[config.mk]
export PLATFORM = sky130hd
export DESIGN_NAME = rtc_wdog_top
export DESIGN_NICKNAME = d
export VERILOG_FILES = /design/src/rtl/rtc_pkg.sv /design/src/rtl/rtc_prescaler.sv /design/src/rtl/rtc_sec_counter.sv /design/src/rtl/rtc_wdog.sv /design/src/rtl/rtc_regs.sv /design/src/rtl/rtc_wdog_top.sv
export SDC_FILE = /design/constraint.sdc
export NUM_CORES = 1
export LEC_CHECK = 0
export BUFFER_PORTS_ARGS = -buffer_cell sky130_fd_sc_hd__buf_2
export CORE_MARGIN = 2
export CORE_UTILIZATION = 60
export DETAILED_ROUTE_END_ITERATION = 10
export MAX_ROUTING_LAYER = met4
export PLACE_DENSITY = 0.78
export SLEW_MARGIN = 20
export SYNTH_ARGS = -nofsm -noshare
export SYNTH_HDL_FRONTEND = slang
export SYNTH_SLANG_ARGS = --single-unit
[constraint.sdc]
create_clock -name clk -period 3.75 [get_ports clk]
set_input_delay 0.75 -clock clk [delete_from_list [all_inputs] [get_ports clk]]
set_output_delay 0.75 -clock clk [all_outputs]
set_load 0.01 [all_outputs]
[src/rtl/rtc_pkg.sv]
// Shared register addresses and decoded bus strobes for the seconds clock.
// Assumes a 3-bit address-only bus where writes carry no data.
package rtc_pkg;
    localparam int BUS_AW = 3;
    localparam int SNAP_W = 24;

    localparam logic [BUS_AW-1:0] ADR_SEC_LO  = 3'd0;
    localparam logic [BUS_AW-1:0] ADR_SEC_MID = 3'd1;
    localparam logic [BUS_AW-1:0] ADR_SEC_HI  = 3'd2;
    localparam logic [BUS_AW-1:0] ADR_CLK_CLR = 3'd3;
    localparam logic [BUS_AW-1:0] ADR_WD_KICK = 3'd4;

    typedef struct packed {
        logic rd_lo;
        logic rd_mid;
        logic rd_hi;
        logic clk_clr;
        logic wd_kick;
    } bus_strobe_t;
endpackage

[src/rtl/rtc_prescaler.sv]
// Divides the low-frequency tick enable down to a one-per-second strobe.
// Assumes tick_en is one clock wide. A clear restarts the division and
// suppresses the strobe in that cycle.
module rtc_prescaler #(
    parameter int PRESCALE = 32768
) (
    input  logic clk,
    input  logic rst_n,
    input  logic tick_en,
    input  logic clr,
    output logic sec_stb
);
    localparam int PW = (PRESCALE > 1) ? $clog2(PRESCALE) : 1;
    localparam logic [PW-1:0] LAST = PW'(PRESCALE - 1);

    logic [PW-1:0] div_q;

    // Advance the divider on each tick and wrap after the last phase.
    always_ff @(posedge clk) begin
        if (!rst_n || clr)
            div_q <= '0;
        else if (tick_en)
            div_q <= (div_q == LAST) ? '0 : div_q + 1'b1;
    end

    assign sec_stb = tick_en && !clr && (div_q == LAST);

    p_div_range_r1: assert property (@(posedge clk) disable iff (!rst_n)
        div_q <= LAST);
    p_div_wrap_r1: assert property (@(posedge clk) disable iff (!rst_n)
        sec_stb |=> div_q == '0);
endmodule

[src/rtl/rtc_sec_counter.sv]
// Saturating elapsed-seconds counter.
// Assumes sec_stb comes from the prescaler and clr has priority over it.
module rtc_sec_counter #(
    parameter int CNT_W = 24
) (
    input  logic             clk,
    input  logic             rst_n,
    input  logic             clr,
    input  logic             sec_stb,
    output logic [CNT_W-1:0] count
);
    localparam logic [CNT_W-1:0] TOP = '1;

    // Count seconds and hold at the top value.
    always_ff @(posedge clk) begin
        if (!rst_n || clr)
            count <= '0;
        else if (sec_stb && count != TOP)
            count <= count + 1'b1;
    end

    p_step_one_r2: assert property (@(posedge clk) disable iff (!rst_n)
        sec_stb && !clr && count != TOP |=> count == CNT_W'($past(count) + 1'b1));
    p_sat_hold_r3: assert property (@(posedge clk) disable iff (!rst_n)
        count == TOP && !clr |=> count == TOP);
    p_clear_r6: assert property (@(posedge clk) disable iff (!rst_n)
        clr |=> count == '0);
endmodule

[src/rtl/rtc_wdog.sv]
// Watchdog that counts ticks and raises a one-cycle reset request on expiry.
// Assumes kick is already blocked upstream during power-down. A kick or a
// disable clears the count, and power-down freezes it.
module rtc_wdog #(
    parameter int WDOG_TICKS = 65536
) (
    input  logic clk,
    input  logic rst_n,
    input  logic tick_en,
    input  logic kick,
    input  logic wd_off,
    input  logic pwr_down,
    output logic rst_req
);
    localparam int WW = (WDOG_TICKS > 1) ? $clog2(WDOG_TICKS) : 1;
    localparam logic [WW-1:0] LAST = WW'(WDOG_TICKS - 1);

    logic [WW-1:0] wd_q;

    // Count ticks toward expiry and pulse the request when it is reached.
    always_ff @(posedge clk) begin
        if (!rst_n) begin
            wd_q    <= '0;
            rst_req <= 1'b0;
        end else begin
            rst_req <= 1'b0;
            if (kick || wd_off)
                wd_q <= '0;
            else if (tick_en && !pwr_down) begin
                if (wd_q == LAST) begin
                    wd_q    <= '0;
                    rst_req <= 1'b1;
                end else begin
                    wd_q <= wd_q + 1'b1;
                end
            end
        end
    end

    p_one_cycle_pulse_r5: assert property (@(posedge clk) disable iff (!rst_n)
        rst_req |=> !rst_req);
    p_kick_wins_r7: assert property (@(posedge clk) disable iff (!rst_n)
        kick |=> wd_q == '0 && !rst_req);
    p_disabled_quiet_r8: assert property (@(posedge clk) disable iff (!rst_n)
        wd_off |=> wd_q == '0 && !rst_req);
    p_pd_freeze_r9: assert property (@(posedge clk) disable iff (!rst_n)
        pwr_down && !kick && !wd_off |=> $stable(wd_q));
endmodule

[src/rtl/rtc_regs.sv]
// Register access: decodes the address-only bus, keeps the read snapshot and
// drives registered read data. Assumes one-cycle accesses; power-down blocks
// every access.
module rtc_regs
    import rtc_pkg::*;
(
    input  logic              clk,
    input  logic              rst_n,
    input  logic              pwr_down,
    input  logic              bus_sel,
    input  logic              bus_wr,
    input  logic [BUS_AW-1:0] bus_addr,
    input  logic [SNAP_W-1:0] sec_count,
    output logic [7:0]        bus_rdata,
    output logic              clk_clr,
    output logic              wd_kick
);
    bus_strobe_t      stb;
    logic [SNAP_W-1:0] snap_q;

    // Decode accesses that are allowed outside power-down.
    always_comb begin
        stb         = '0;
        stb.rd_lo   = bus_sel && !pwr_down && !bus_wr && bus_addr == ADR_SEC_LO;
        stb.rd_mid  = bus_sel && !pwr_down && !bus_wr && bus_addr == ADR_SEC_MID;
        stb.rd_hi   = bus_sel && !pwr_down && !bus_wr && bus_addr == ADR_SEC_HI;
        stb.clk_clr = bus_sel && !pwr_down &&  bus_wr && bus_addr == ADR_CLK_CLR;
        stb.wd_kick = bus_sel && !pwr_down &&  bus_wr && bus_addr == ADR_WD_KICK;
    end

    assign clk_clr = stb.clk_clr;
    assign wd_kick = stb.wd_kick;

    // Capture the snapshot on a low-byte read and register the read data.
    always_ff @(posedge clk) begin
        if (!rst_n) begin
            snap_q    <= '0;
            bus_rdata <= '0;
        end else if (bus_sel && !bus_wr) begin
            if (stb.rd_lo) begin
                snap_q    <= sec_count;
                bus_rdata <= sec_count[7:0];
            end else if (stb.rd_mid)
                bus_rdata <= snap_q[15:8];
            else if (stb.rd_hi)
                bus_rdata <= snap_q[23:16];
            else
                bus_rdata <= '0;
        end
    end

    p_lo_latch_r4: assert property (@(posedge clk) disable iff (!rst_n)
        stb.rd_lo |=> snap_q == $past(sec_count));
    p_pd_read_zero_r10: assert property (@(posedge clk) disable iff (!rst_n)
        bus_sel && !bus_wr && pwr_down |=> bus_rdata == '0 && $stable(snap_q));
    p_pd_no_write_r10: assert property (@(posedge clk) disable iff (!rst_n)
        pwr_down |-> !clk_clr && !wd_kick);
endmodule

[src/rtl/rtc_wdog_top.sv]
// Elapsed-seconds clock with watchdog. It ties the prescaler, the saturating
// counter, the register access and the watchdog together. Assumes tick_en
// is a one-clock-wide 32.768 kHz enable and CNT_W is at most 24.
module rtc_wdog_top
    import rtc_pkg::*;
#(
    parameter int PRESCALE   = 32768,
    parameter int CNT_W      = 24,
    parameter int WDOG_TICKS = 65536
) (
    input  logic              clk,
    input  logic              rst_n,
    input  logic              tick_en,
    input  logic              pwr_down,
    input  logic              wdog_dis,
    input  logic              bus_sel,
    input  logic              bus_wr,
    input  logic [BUS_AW-1:0] bus_addr,
    output logic [7:0]        bus_rdata,
    output logic              sys_rst_req
);
    logic             sec_stb;
    logic             clk_clr;
    logic             wd_kick;
    logic [CNT_W-1:0] sec_cnt;
    logic [SNAP_W-1:0] sec_wide;

    assign sec_wide = SNAP_W'(sec_cnt);

    rtc_prescaler #(.PRESCALE(PRESCALE)) u_presc (
        .clk(clk), .rst_n(rst_n), .tick_en(tick_en), .clr(clk_clr), .sec_stb(sec_stb)
    );

    rtc_sec_counter #(.CNT_W(CNT_W)) u_secs (
        .clk(clk), .rst_n(rst_n), .clr(clk_clr), .sec_stb(sec_stb), .count(sec_cnt)
    );

    rtc_regs u_regs (
        .clk(clk), .rst_n(rst_n), .pwr_down(pwr_down), .bus_sel(bus_sel),
        .bus_wr(bus_wr), .bus_addr(bus_addr), .sec_count(sec_wide),
        .bus_rdata(bus_rdata), .clk_clr(clk_clr), .wd_kick(wd_kick)
    );

    rtc_wdog #(.WDOG_TICKS(WDOG_TICKS)) u_wdog (
        .clk(clk), .rst_n(rst_n), .tick_en(tick_en), .kick(wd_kick),
        .wd_off(wdog_dis), .pwr_down(pwr_down), .rst_req(sys_rst_req)
    );
endmodule

==> results.sh, run 1 <==
export IMPL_drv_slew=0
export IMPL_r2r_start="u_presc.div_q[0]"
export IMPL_finalSetupViolations=0
export IMPL_yosysTopAreaCell="dfxtp_1"
export IMPL_ctsRootBufferMaster="clkbuf_8"
export IMPL_core_um2=5921
export IMPL_routabilityCongestion=0.8250
export IMPL_critical_path_top_delay_family="simple AND/OR/NAND/NOR gates"
export IMPL_final_util_pct=67.84
export IMPL_hold_path_class="flip-flop to flip-flop"
export IMPL_highest_layer="met4"
export IMPL_grt_max_degree=28
export IMPL_drive_gt1_share_pct=8.830
export IMPL_cts_hold_buffers=0
export IMPL_crit_path_top_delay_cell="a211o_1"
export IMPL_num_rows=28
export IMPL_status="complete, no violations"
export IMPL_synth_seq_cells=80
export IMPL_slowest_delay_ps=580
export IMPL_cts_setup_buffers=0
export IMPL_worstSetupPathType="flip-flop to flip-flop"
export IMPL_post_route_period_util_pct=71.54
export IMPL_post_route_worst_setup_slack_ps=1067
export IMPL_tightest_slew_ps=786.0
export IMPL_critPathArrivalTime_ps=2950
export IMPL_fin_skew_ps=13.85
export IMPL_fp_dieH_um=82.37
export IMPL_worst_ir_drop_vdd_uv=208.6
export IMPL_dieArea_um2=6784
export IMPL_synth_nets=450
export IMPL_post_cts_resized=0
export IMPL_antenna_found_initial=0
export IMPL_firstDrtPassIters=4
export IMPL_rsz0062_at_grt="false"
export IMPL_endpoint_kind="flip-flop"
export IMPL_wl_met3_um=254
export IMPL_clk_insertion_delay_late_ps=350
export IMPL_total_leakage_power_nw=1.339
export IMPL_relSlewSlack_pct=47.57
export IMPL_grt_total_usage_pct=23.61
export IMPL_clock_fmax_mhz=372.8
export IMPL_dp_hpwl_mm=5.273
export IMPL_path_cells="ha_1 -> nand4_2 -> or3_1 -> a211o_1 -> or4_1 -> a21oi_1"
export IMPL_start_util_pct=62.24
export IMPL_nets=461
export IMPL_wl_met2_mm=3.368
export IMPL_wire_per_inst_um=14.23
export IMPL_tritoncts="done"
export IMPL_wirelength_mm=7.513
export IMPL_holdWs_ps=466.1
export IMPL_synth_area_top_cells="dfxtp_1, nand2_1, xor2_1, nor2_1, a21boi_0"
export IMPL_p_per_area_nw_per_um2=399.1
export IMPL_final_hold_violation_count=0
export IMPL_num_vias=3056
export IMPL_wl_met1_mm=3.806
export IMPL_grt_first_pass_wirelength_mm=11.87
export IMPL_htreeDepth=3
export IMPL_avgViaCountPerCell=5.788
export IMPL_grt_pass1_vias=2610
export IMPL_n_antenna_cell=0
export IMPL_cp_required_ps=4020
export IMPL_overflow=0
export IMPL_report_power_total_w=0.001603
export IMPL_antenna_left=0
export IMPL_syn_avg_cell_area_um2=8.432
export IMPL_drc=0
export IMPL_cts_buffers=9
export IMPL_cp_max_fo=26
export IMPL_pin_count=19
export IMPL_critPathLaunchType="flip-flop"
export IMPL_place_ws_ps=761.1
export IMPL_cts_buffer_depth=2
export IMPL_hold_start="u_regs.snap_q[22]"
export IMPL_syn2layout_area_growth_pct=8.998
export IMPL_max_cap_violations=0
export IMPL_synth_cell_types=51
export IMPL_first_iter_violations=172
export IMPL_synth_top_area_share_pct=43.46
export IMPL_synth_cells=437
export IMPL_fin_crit_ps=2683
export IMPL_tns_ps=0
export IMPL_placement_io_buffers=18
export IMPL_path_clk_slew_ps=80
export IMPL_clock_sinks=80
export IMPL_yosys_warnings=0
export IMPL_path_buf_inv=0
export IMPL_startpoint="u_presc.div_q[0]"
export IMPL_die_w_um=82.37
export IMPL_mappedNetlistArea_um2=3685
export IMPL_ys_seq_area_share_pct=43.46
[path summary, 6_finish.rpt]
check	end	slack [ps]	cells after the start
max	u_secs.count[11]	1070	6
max reg2reg	u_secs.count[11]	1070	6
min reg2reg	u_regs.snap_q[22]	470	2
min	u_regs.snap_q[22]	470	2
[cells in the final DEF (no fill, tap or decap), types with 5 or more instances in the layout]
master	instances
a21boi_0	16
a21oi_1	18
a22oi_1	9
and4_1	5
buf_2	18
clkbuf_8	10
dfxtp_1	80
inv_1	7
mux2i_1	11
nand2_1	65
nand3_1	19
nand4_1	14
nor2_1	44
nor2b_1	10
o21ai_0	20
o31ai_1	8
or3_1	11
or4_1	8
xnor2_1	8
xor2_1	20
[where the power goes]
group / internal [W] / switching [W] / leakage (nW) / total [W]
clock: 0.000392 / 0.000310 / 0.106 / 0.000702
combinational: 0.0000166 / 0.0000315 / 0.589 / 0.0000480
sequential: 0.000851 / 0.00000193 / 0.644 / 0.000853
total: 0.00126 / 0.000343 / 1.34 / 0.00160
[layer usage]
layer / track usage, % / vias to the layer above
met1: 33.49 / 1431
met2: 33.55 / 50
li1: - / 1567
met4: 9.500 / 0
met3: 3.696 / 8
met5: - / -
[Yosys cell counts, drive strengths merged]
| cell type | count |
|---|---|
| nor4b | 1 |
| and3 | 3 |
| a21o | 1 |
| o311ai | 2 |
| a211oi | 1 |
| nand3b | 1 |
| nor3 | 3 |
| mux2i | 11 |
| or4b | 1 |
| mux2 | 1 |
| o31a | 1 |
| a21oi | 18 |
| o211ai | 2 |
| xnor2 | 8 |
| nand2 | 65 |
| inv | 7 |
| nor2b | 10 |
| nand2b | 3 |
| xor2 | 20 |
| or2 | 1 |
| and4 | 5 |
| a21boi | 17 |
| and2b | 1 |
| a22oi | 9 |
| a31o | 1 |
| o31ai | 8 |
| or3 | 11 |
| o21ai | 21 |
| nor2 | 44 |
| a2111oi | 1 |
| nand4 | 15 |
| ha | 3 |
| nor4 | 3 |
| and3b | 2 |
| dfxtp | 80 |
| a211o | 1 |
| and2 | 5 |
| nand3 | 19 |
| nand4bb | 1 |
| or4 | 9 |
| buf | 5 |
| o41ai | 1 |
| clkbuf | 15 |
[layout make-up]
class | count | area [um2]
clock inverters | 5 | 80.08
flip-flops and latches | 80 | 1602
multi-input cells | 330 | 1968
repair buffers | 20 | 105.1
fillers | 478 | 1904
clock buffers | 11 | 141.4
inverters | 7 | 26.28
well taps | 75 | 93.84
[kinds of logic (layout without fill, tap and decap cells)]
group	after synthesis	after routing	synth area share (%)
AO/OA/AOI/OAI	84	84	14.70
multiplexers	12	12	3.294
AND/OR/NAND/NOR	203	203	27.74
flip-flops	80	80	43.46
adder cells (fa/ha/maj)	3	3	1.019
buffers and inverters	27	43	3.124
XOR/XNOR	28	28	6.655
[worst min-delay path, stage by stage (launching register included)]
cell and delay (ps):
dfxtp_1 320, nand2_1 40, a21boi_0 60
[through the flow]
step / cell area [um2] / instances
6_report: 4016 / 528
5_1_grt: 4016 / 528
4_1_cts: 4016 / 528
3_5_place_dp: 3795 / 512
3_3_place_gp: 3795 / 512
2_1_floorplan: 3685 / 437
[registers in the layout, summed over array words and instances (netlist names)]
register / count
u_secs.count: 24
u_regs.snap_q: 16
u_wdog.wd_q: 16
u_presc.div_q: 15
u_regs.bus_rdata: 8
u_wdog.rst_req: 1
Power figures use the tool's default switching activity.
==> run 2: changes to the inputs <==
--- a/config.mk
+++ b/config.mk
@@ -7,10 +7,10 @@
 export LEC_CHECK = 0
 export BUFFER_PORTS_ARGS = -buffer_cell sky130_fd_sc_hd__buf_2
 export CORE_MARGIN = 2
-export CORE_UTILIZATION = 60
+export CORE_UTILIZATION = 55
 export DETAILED_ROUTE_END_ITERATION = 10
 export MAX_ROUTING_LAYER = met4
-export PLACE_DENSITY = 0.78
+export PLACE_DENSITY = 0.76
 export SLEW_MARGIN = 20
 export SYNTH_ARGS = -nofsm -noshare
 export SYNTH_HDL_FRONTEND = slang
==> constraint.sdc (replaced) <==
create_clock -name clk -period 2.3 [get_ports clk]
set_input_delay 0.46 -clock clk [delete_from_list [all_inputs] [get_ports clk]]
set_output_delay 0.46 -clock clk [all_outputs]
set_load 0.01 [all_outputs]
==> run 2 against run 1 <==
  * The run now ends with DRC left
  * Via count grew 4.3%
  * Final cell count grew 5.3%
  * Fmax up 19%
  * Register-to-register slack worse by 1000 ps
  * Final area is 7.4% higher
  * Global-route usage shrank 0.33 points
  * Non-clock buffer count is 25 higher
  * Highest routed layer unchanged
==> results.sh, run 2 (same netlist as run 1, synthesis figures left out) <==
export IMPL_worstSetupPathType="flip-flop to flip-flop"
export IMPL_grt_first_pass_wirelength_mm=13.23
export IMPL_ctsRootBufferMaster="clkbuf_8"
export IMPL_critPathLaunchType="flip-flop"
export IMPL_antenna_found_initial=0
export IMPL_tightest_slew_ps=669.1
export IMPL_overflow=0
export IMPL_clock_sinks=80
export IMPL_antenna_left=0
export IMPL_path_clk_slew_ps=80
export IMPL_wire_per_inst_um=14.10
export IMPL_layout_common_cells="dfxtp_1, nand2_1, nor2_1"
export IMPL_post_route_worst_setup_slack_ps=40.28
export IMPL_gr_usage_met2_pct=37.14
export IMPL_num_vias=3187
export IMPL_post_route_period_util_pct=98.25
export IMPL_cts_hold_buffers=0
export IMPL_grt_max_degree=24
export IMPL_rsz0062_at_grt="true"
export IMPL_pin_count=19
export IMPL_final_hold_violation_count=0
export IMPL_finalSetupViolations=0
export IMPL_n_antenna_cell=0
export IMPL_cts_buffers=9
export IMPL_cp_required_ps=2590
export IMPL_final_common_cell="dfxtp_1"
export IMPL_core_um2=6422
export IMPL_fin_crit_ps=2260
export IMPL_placement_io_buffers=18
export IMPL_grt_use_met1_pct=28.77
export IMPL_fin_skew_ps=10.21
export IMPL_grt_use_met3_pct=3.754
export IMPL_tns_ps=0
export IMPL_avgViaCountPerCell=5.732
export IMPL_p_per_area_nw_per_um2=639.8
export IMPL_violations="DRC"
export IMPL_top_register="u_secs.count"
export IMPL_drive_gt1_share_pct=15.87
export IMPL_grt_total_usage_pct=23.28
export IMPL_dieArea_um2=7370
export IMPL_endpoint_kind="flip-flop"
export IMPL_nets=487
export IMPL_max_cap_violations=0
export IMPL_drv_slew=0
export IMPL_hold_path_class="input port to flip-flop"
export IMPL_num_rows=29
export IMPL_cts_buffer_depth=2
export IMPL_drc=4
export IMPL_place_ws_ps=-30.68
export IMPL_busiest_layer="met2"
export IMPL_post_dp_cell_area_um2=4028
export IMPL_htreeDepth=3
export IMPL_stdcell_area_um2=4314
export IMPL_dp_hpwl_mm=5.691
export IMPL_largest_reg_flops=24
export IMPL_critPathArrivalTime_ps=2550
export IMPL_routabilityCongestion=0.8570
export IMPL_total_leakage_power_nw=1.488
export IMPL_reg_largest_list="u_secs.count (24), u_regs.snap_q (16), u_wdog.wd_q (16)"
export IMPL_syn2layout_area_growth_pct=17.08
export IMPL_fp_dieH_um=85.85
export IMPL_cp_max_fo=6
export IMPL_status="complete, but fails checks"
export IMPL_grt_pass1_vias=3001
export IMPL_start_util_pct=57.37
export IMPL_wirelength_mm=7.838
export IMPL_clock_fmax_mhz=442.5
export IMPL_die_w_um=85.85
export IMPL_tritoncts="done"
export IMPL_clk_insertion_delay_late_ps=360
export IMPL_firstDrtPassIters=10
export IMPL_worst_ir_drop_vdd_uv=298.7
export IMPL_relSlewSlack_pct=55.09
export IMPL_first_iter_violations=178
[run 2: cell count changes in the layout (fill, tap and decap cells not counted), moves of 2 or more]
cell	previous run	this run
buf_4	2	26
dfxtp_4	0	2
or4_1	8	6
or4_4	1	4
dfxtp_1	80	78
[run 2: cell type report]
type | instances | area, um2
flip-flops and latches | 80 | 1609
inverters | 7 | 26.28
multi-input cells | 331 | 2024
well taps | 77 | 96.34
clock inverters | 6 | 115.1
clock buffers | 10 | 137.6
fillers | 518 | 2108
repair buffers | 45 | 305.3
[run 2: final timing paths]
| path | from | endpoint | slack, ps | cells after the start |
|---|---|---|---|---|
| setup / recovery | u_presc.div_q[1] | u_secs.count[15] | 40 | 6 |
| hold / removal | rst_n | u_regs.snap_q[14] | 400 | 2 |
| setup reg to reg | u_presc.div_q[1] | u_secs.count[15] | 40 | 6 |
| hold reg to reg | u_regs.snap_q[11] | u_regs.snap_q[11] | 470 | 2 |
[run 2: what timing repair did]
| item | 4_1_cts | 5_1_grt |
|---|---|---|
| setup endpoints to repair | 3 | 8 |
| resized for setup | 2 | 6 |
| cloned | 1 | 0 |
| setup buffers | 0 | 0 |
[run 2: stage by stage]
stage               util, %  hold WS [ps]  power (W)  instances
finish                67.17         404.2   0.002760        556
global route          67.17         418.9   0.002848        556
global placement      62.71         451.2   0.001515        539
floorplan                 -         443.1   0.001484        437
CTS                   66.90         397.0   0.002780        556
detailed placement    62.71         459.7   0.001516        539
[run 2: worst max-delay path, cell delays in order, from the launching register on]
cell	delay, ps
dfxtp_4	370
ha_4	160
nand4_4	110
or3_4	380
or4_4	540
or4_4	500
a21oi_1	150
[run 2: per-layer routing]
| layer | vias to the layer above | share of wire [%] |
|---|---|---|
| li1 | 1619 | - |
| met1 | 1501 | 48 |
| met2 | 54 | 47 |
| met3 | 13 | 3.4 |
| met4 | 0 | 1.9 |
| met5 | - | 0 |
[run 2: report_power, final]
group | leakage [nW] | internal, W | switching (W)
logic | 0.719 | 0.0000377 | 0.0000558
clock network | 0.123 | 0.000756 | 0.000520
registers | 0.646 | 0.00139 | 0.00000424
==> run 3: changes to the inputs <==
--- a/config.mk
+++ b/config.mk
@@ -5,13 +5,14 @@
 export SDC_FILE = /design/constraint.sdc
 export NUM_CORES = 1
 export LEC_CHECK = 0
-export BUFFER_PORTS_ARGS = -buffer_cell sky130_fd_sc_hd__buf_2
+export BUFFER_PORTS_ARGS = -buffer_cell sky130_fd_sc_hd__clkbuf_2
 export CORE_MARGIN = 2
 export CORE_UTILIZATION = 55
 export DETAILED_ROUTE_END_ITERATION = 10
 export MAX_ROUTING_LAYER = met4
-export PLACE_DENSITY = 0.76
+export PLACE_DENSITY = 0.75
 export SLEW_MARGIN = 20
 export SYNTH_ARGS = -nofsm -noshare
 export SYNTH_HDL_FRONTEND = slang
+export SYNTH_HIERARCHICAL = 1
 export SYNTH_SLANG_ARGS = --single-unit
==> run 3 against run 2 <==
  * The flow now finishes without violations
  * Sequential power barely moved
  * First-iteration DRC count decreased by 28%
  * Combinational power increased by 57%
  * Total power is 6.6% lower
  * Count of clock-buffer cells in the layout increased by 1
  * Final area increased by 14%
  * Critical path type unchanged
  * Die area grew 13%
==> results.sh, run 3 <==
export IMPL_fp_dieH_um=91.26
export IMPL_synth_area_top_cells="dfxtp_1, xnor2_1, nor2_1, nand3_1, xor2_1"
export IMPL_avgViaCountPerCell=5.904
export IMPL_drv_slew=0
export IMPL_final_common_cell="dfxtp_1"
export IMPL_fin_crit_ps=2296
export IMPL_cts_buffer_depth=2
export IMPL_yosysTopAreaCell="dfxtp_1"
export IMPL_drc=0
export IMPL_synth_seq_cells=80
export IMPL_overflow=0
export IMPL_hold_path_class="input port to flip-flop"
export IMPL_synthArstFlopShare_pct=0
export IMPL_start_util_pct=57.13
export IMPL_muxShareOfSynthArea_pct=0.4780
export IMPL_synthSimpleGateAreaFrac_pct=32.36
export IMPL_pin_count=19
export IMPL_synth_compound_area_share_pct=15.51
export IMPL_clock_sinks=80
export IMPL_syn2layout_area_growth_pct=17.06
export IMPL_grt_first_pass_wirelength_mm=16.28
export IMPL_critPathArrivalTime_ps=2550
export IMPL_synth_nets=484
export IMPL_top_register="u_secs/count"
export IMPL_cts_buffers=9
export IMPL_r2r_slack_ps=4
export IMPL_antenna_left=0
export IMPL_n_antenna_cell=0
export IMPL_grt_pass1_vias=3445
export IMPL_relSlewSlack_pct=30.85
export IMPL_rsz0062_at_grt="true"
export IMPL_post_route_worst_setup_slack_ps=4.317
export IMPL_cts_hold_buffers=0
export IMPL_routabilityCongestion=0.8654
export IMPL_finalSetupViolations=0
export IMPL_dp_hpwl_mm=6.966
export IMPL_post_dp_cell_area_um2=4576
export IMPL_syn_avg_cell_area_um2=8.891
export IMPL_cp_max_fo=6
export IMPL_yosys_warnings=6
export IMPL_synthXorXnorAreaFrac_pct=8.575
export IMPL_final_util_pct=66.87
export IMPL_first_iter_violations=128
export IMPL_num_vias=3643
export IMPL_holdWs_ps=463.6
export IMPL_stdcell_area_um2=4902
export IMPL_synth_top_area_share_pct=38.24
export IMPL_synth_main_ff_cell="dfxtp_1"
export IMPL_path_clk_slew_ps=80
export IMPL_cp_required_ps=2560
export IMPL_antenna_found_initial=0
export IMPL_synth_top_family_by_area="simple AND/OR/NAND/NOR gates"
export IMPL_path_buf_inv=1
export IMPL_status="complete, no violations"
export IMPL_synth_cell_types=56
export IMPL_tritoncts="done"
export IMPL_placement_io_buffers=18
export IMPL_layout_cells_non_filler=617
export IMPL_place_ws_ps=-31.50
export IMPL_total_leakage_power_nw=1.694
export IMPL_clock_fmax_mhz=435.6
export IMPL_reg_largest_list="u_secs/count (24), u_regs/snap_q (16), u_wdog/wd_q (16)"
export IMPL_htreeDepth=3
export IMPL_nets=526
export IMPL_wirelength_mm=9.932
export IMPL_tightest_slew_ps=1037
export IMPL_wire_per_inst_um=16.10
export IMPL_ctsRootBufferMaster="clkbuf_8"
export IMPL_synth_adder_area_share_pct=0.8963
export IMPL_final_hold_violation_count=0
export IMPL_drive_gt1_share_pct=23.55
export IMPL_crit_path_top_delay_cell="or4_4"
export IMPL_die_w_um=91.26
export IMPL_clk_insertion_delay_late_ps=360
export IMPL_critPathLaunchType="flip-flop"
export IMPL_critical_path_top_delay_family="simple AND/OR/NAND/NOR gates"
export IMPL_firstDrtPassIters=7
export IMPL_synth_cells=471
export IMPL_ys_seq_area_share_pct=38.24
export IMPL_num_rows=31
export IMPL_grt_max_degree=25
export IMPL_largest_reg_flops=24
export IMPL_slowest_delay_ps=530
export IMPL_dp_cells=597
export IMPL_worst_ir_drop_vdd_uv=352.0
export IMPL_synth_edf_count=0
export IMPL_core_um2=7331
export IMPL_worstSetupPathType="flip-flop to flip-flop"
export IMPL_dieArea_um2=8328
export IMPL_p_per_area_nw_per_um2=526.1
export IMPL_path_cells="ha_4 -> nand4_4 -> or4_4 -> nor2_4 -> nand4_1 -> buf_6 -> a2111oi_4 -> xnor2_1 -> nor2_1"
export IMPL_yosysMostFrequentCell="dfxtp_1"
export IMPL_max_cap_violations=0
export IMPL_grt_total_usage_pct=24.93
export IMPL_post_route_period_util_pct=99.81
export IMPL_mappedNetlistArea_um2=4188
export IMPL_netlist_top_cells_count="dfxtp_1, nor2_1, nand3_1, nand2_1, xnor2_1"
export IMPL_fin_skew_ps=9.258
export IMPL_endpoint_kind="flip-flop"
export IMPL_layout_common_cells="dfxtp_1, nor2_1, buf_4"
## run 3: worst paths after layout
path | from | to | cells past startpoint
max | u_presc/div_q[0] | u_secs/count[17] | 9
min | wdog_dis | u_wdog/rst_req | 4
max reg2reg | u_presc/div_q[0] | u_secs/count[17] | 9
min reg2reg | u_regs/snap_q[11] | u_regs/snap_q[11] | 2
## run 3: repair_timing
action	CTS	global route
resized for setup	0	16
setup buffers	0	4
setup endpoints to repair	0	13
## run 3: metrics by stage
| step | TNS [ps] | total power [W] |
|---|---|---|
| floorplan | -33.41 | 0.001521 |
| finish | 0 | 0.002579 |
| global route | -138.2 | 0.002668 |
| global placement | 0 | 0.001564 |
| CTS | 0 | 0.002598 |
| detailed placement | -59.27 | 0.001567 |
## run 3: cell families after synthesis
family | count (synthesis)
simple gates | 221
compound gates | 93
flops | 80
xor+xnor | 41
buf+inv | 31
fa+ha+maj | 3
mux | 2
## run 3: report_power, final
group	switching, W	internal [W]
Combinational	0.0000942	0.0000532
Sequential	0.00000500	0.00139
Clock	0.000509	0.000529
## run 3: worst reg2reg max path, delay by kind of cell (launching register included)
family / cells / cell delay, ps
adder cells (fa/ha/maj): 1 / 150
AND/OR/NAND/NOR: 5 / 1000
flip-flops: 1 / 360
AO/OA/AOI/OAI: 1 / 290
XOR/XNOR: 1 / 170
buffers and inverters: 1 / 220
## run 3: area by class of cell
cell class              instances  area [um2]
clock buffers                  11       141.4
repair buffers                 57       399.1
flip-flops and latches         80        1615
fillers                       590        2429
clock inverters                 5       56.30
inverters                       5       18.77
well taps                      99       123.9
multi-input cells             360        2547
## run 3: metal layers
layer	wire [um]	GRT usage, %	share of wire, %
met3	436	5.726	4.4
met4	115	7.197	1.2
met2	5018	41.54	51
met5	0	-	0
met1	4362	30.30	44
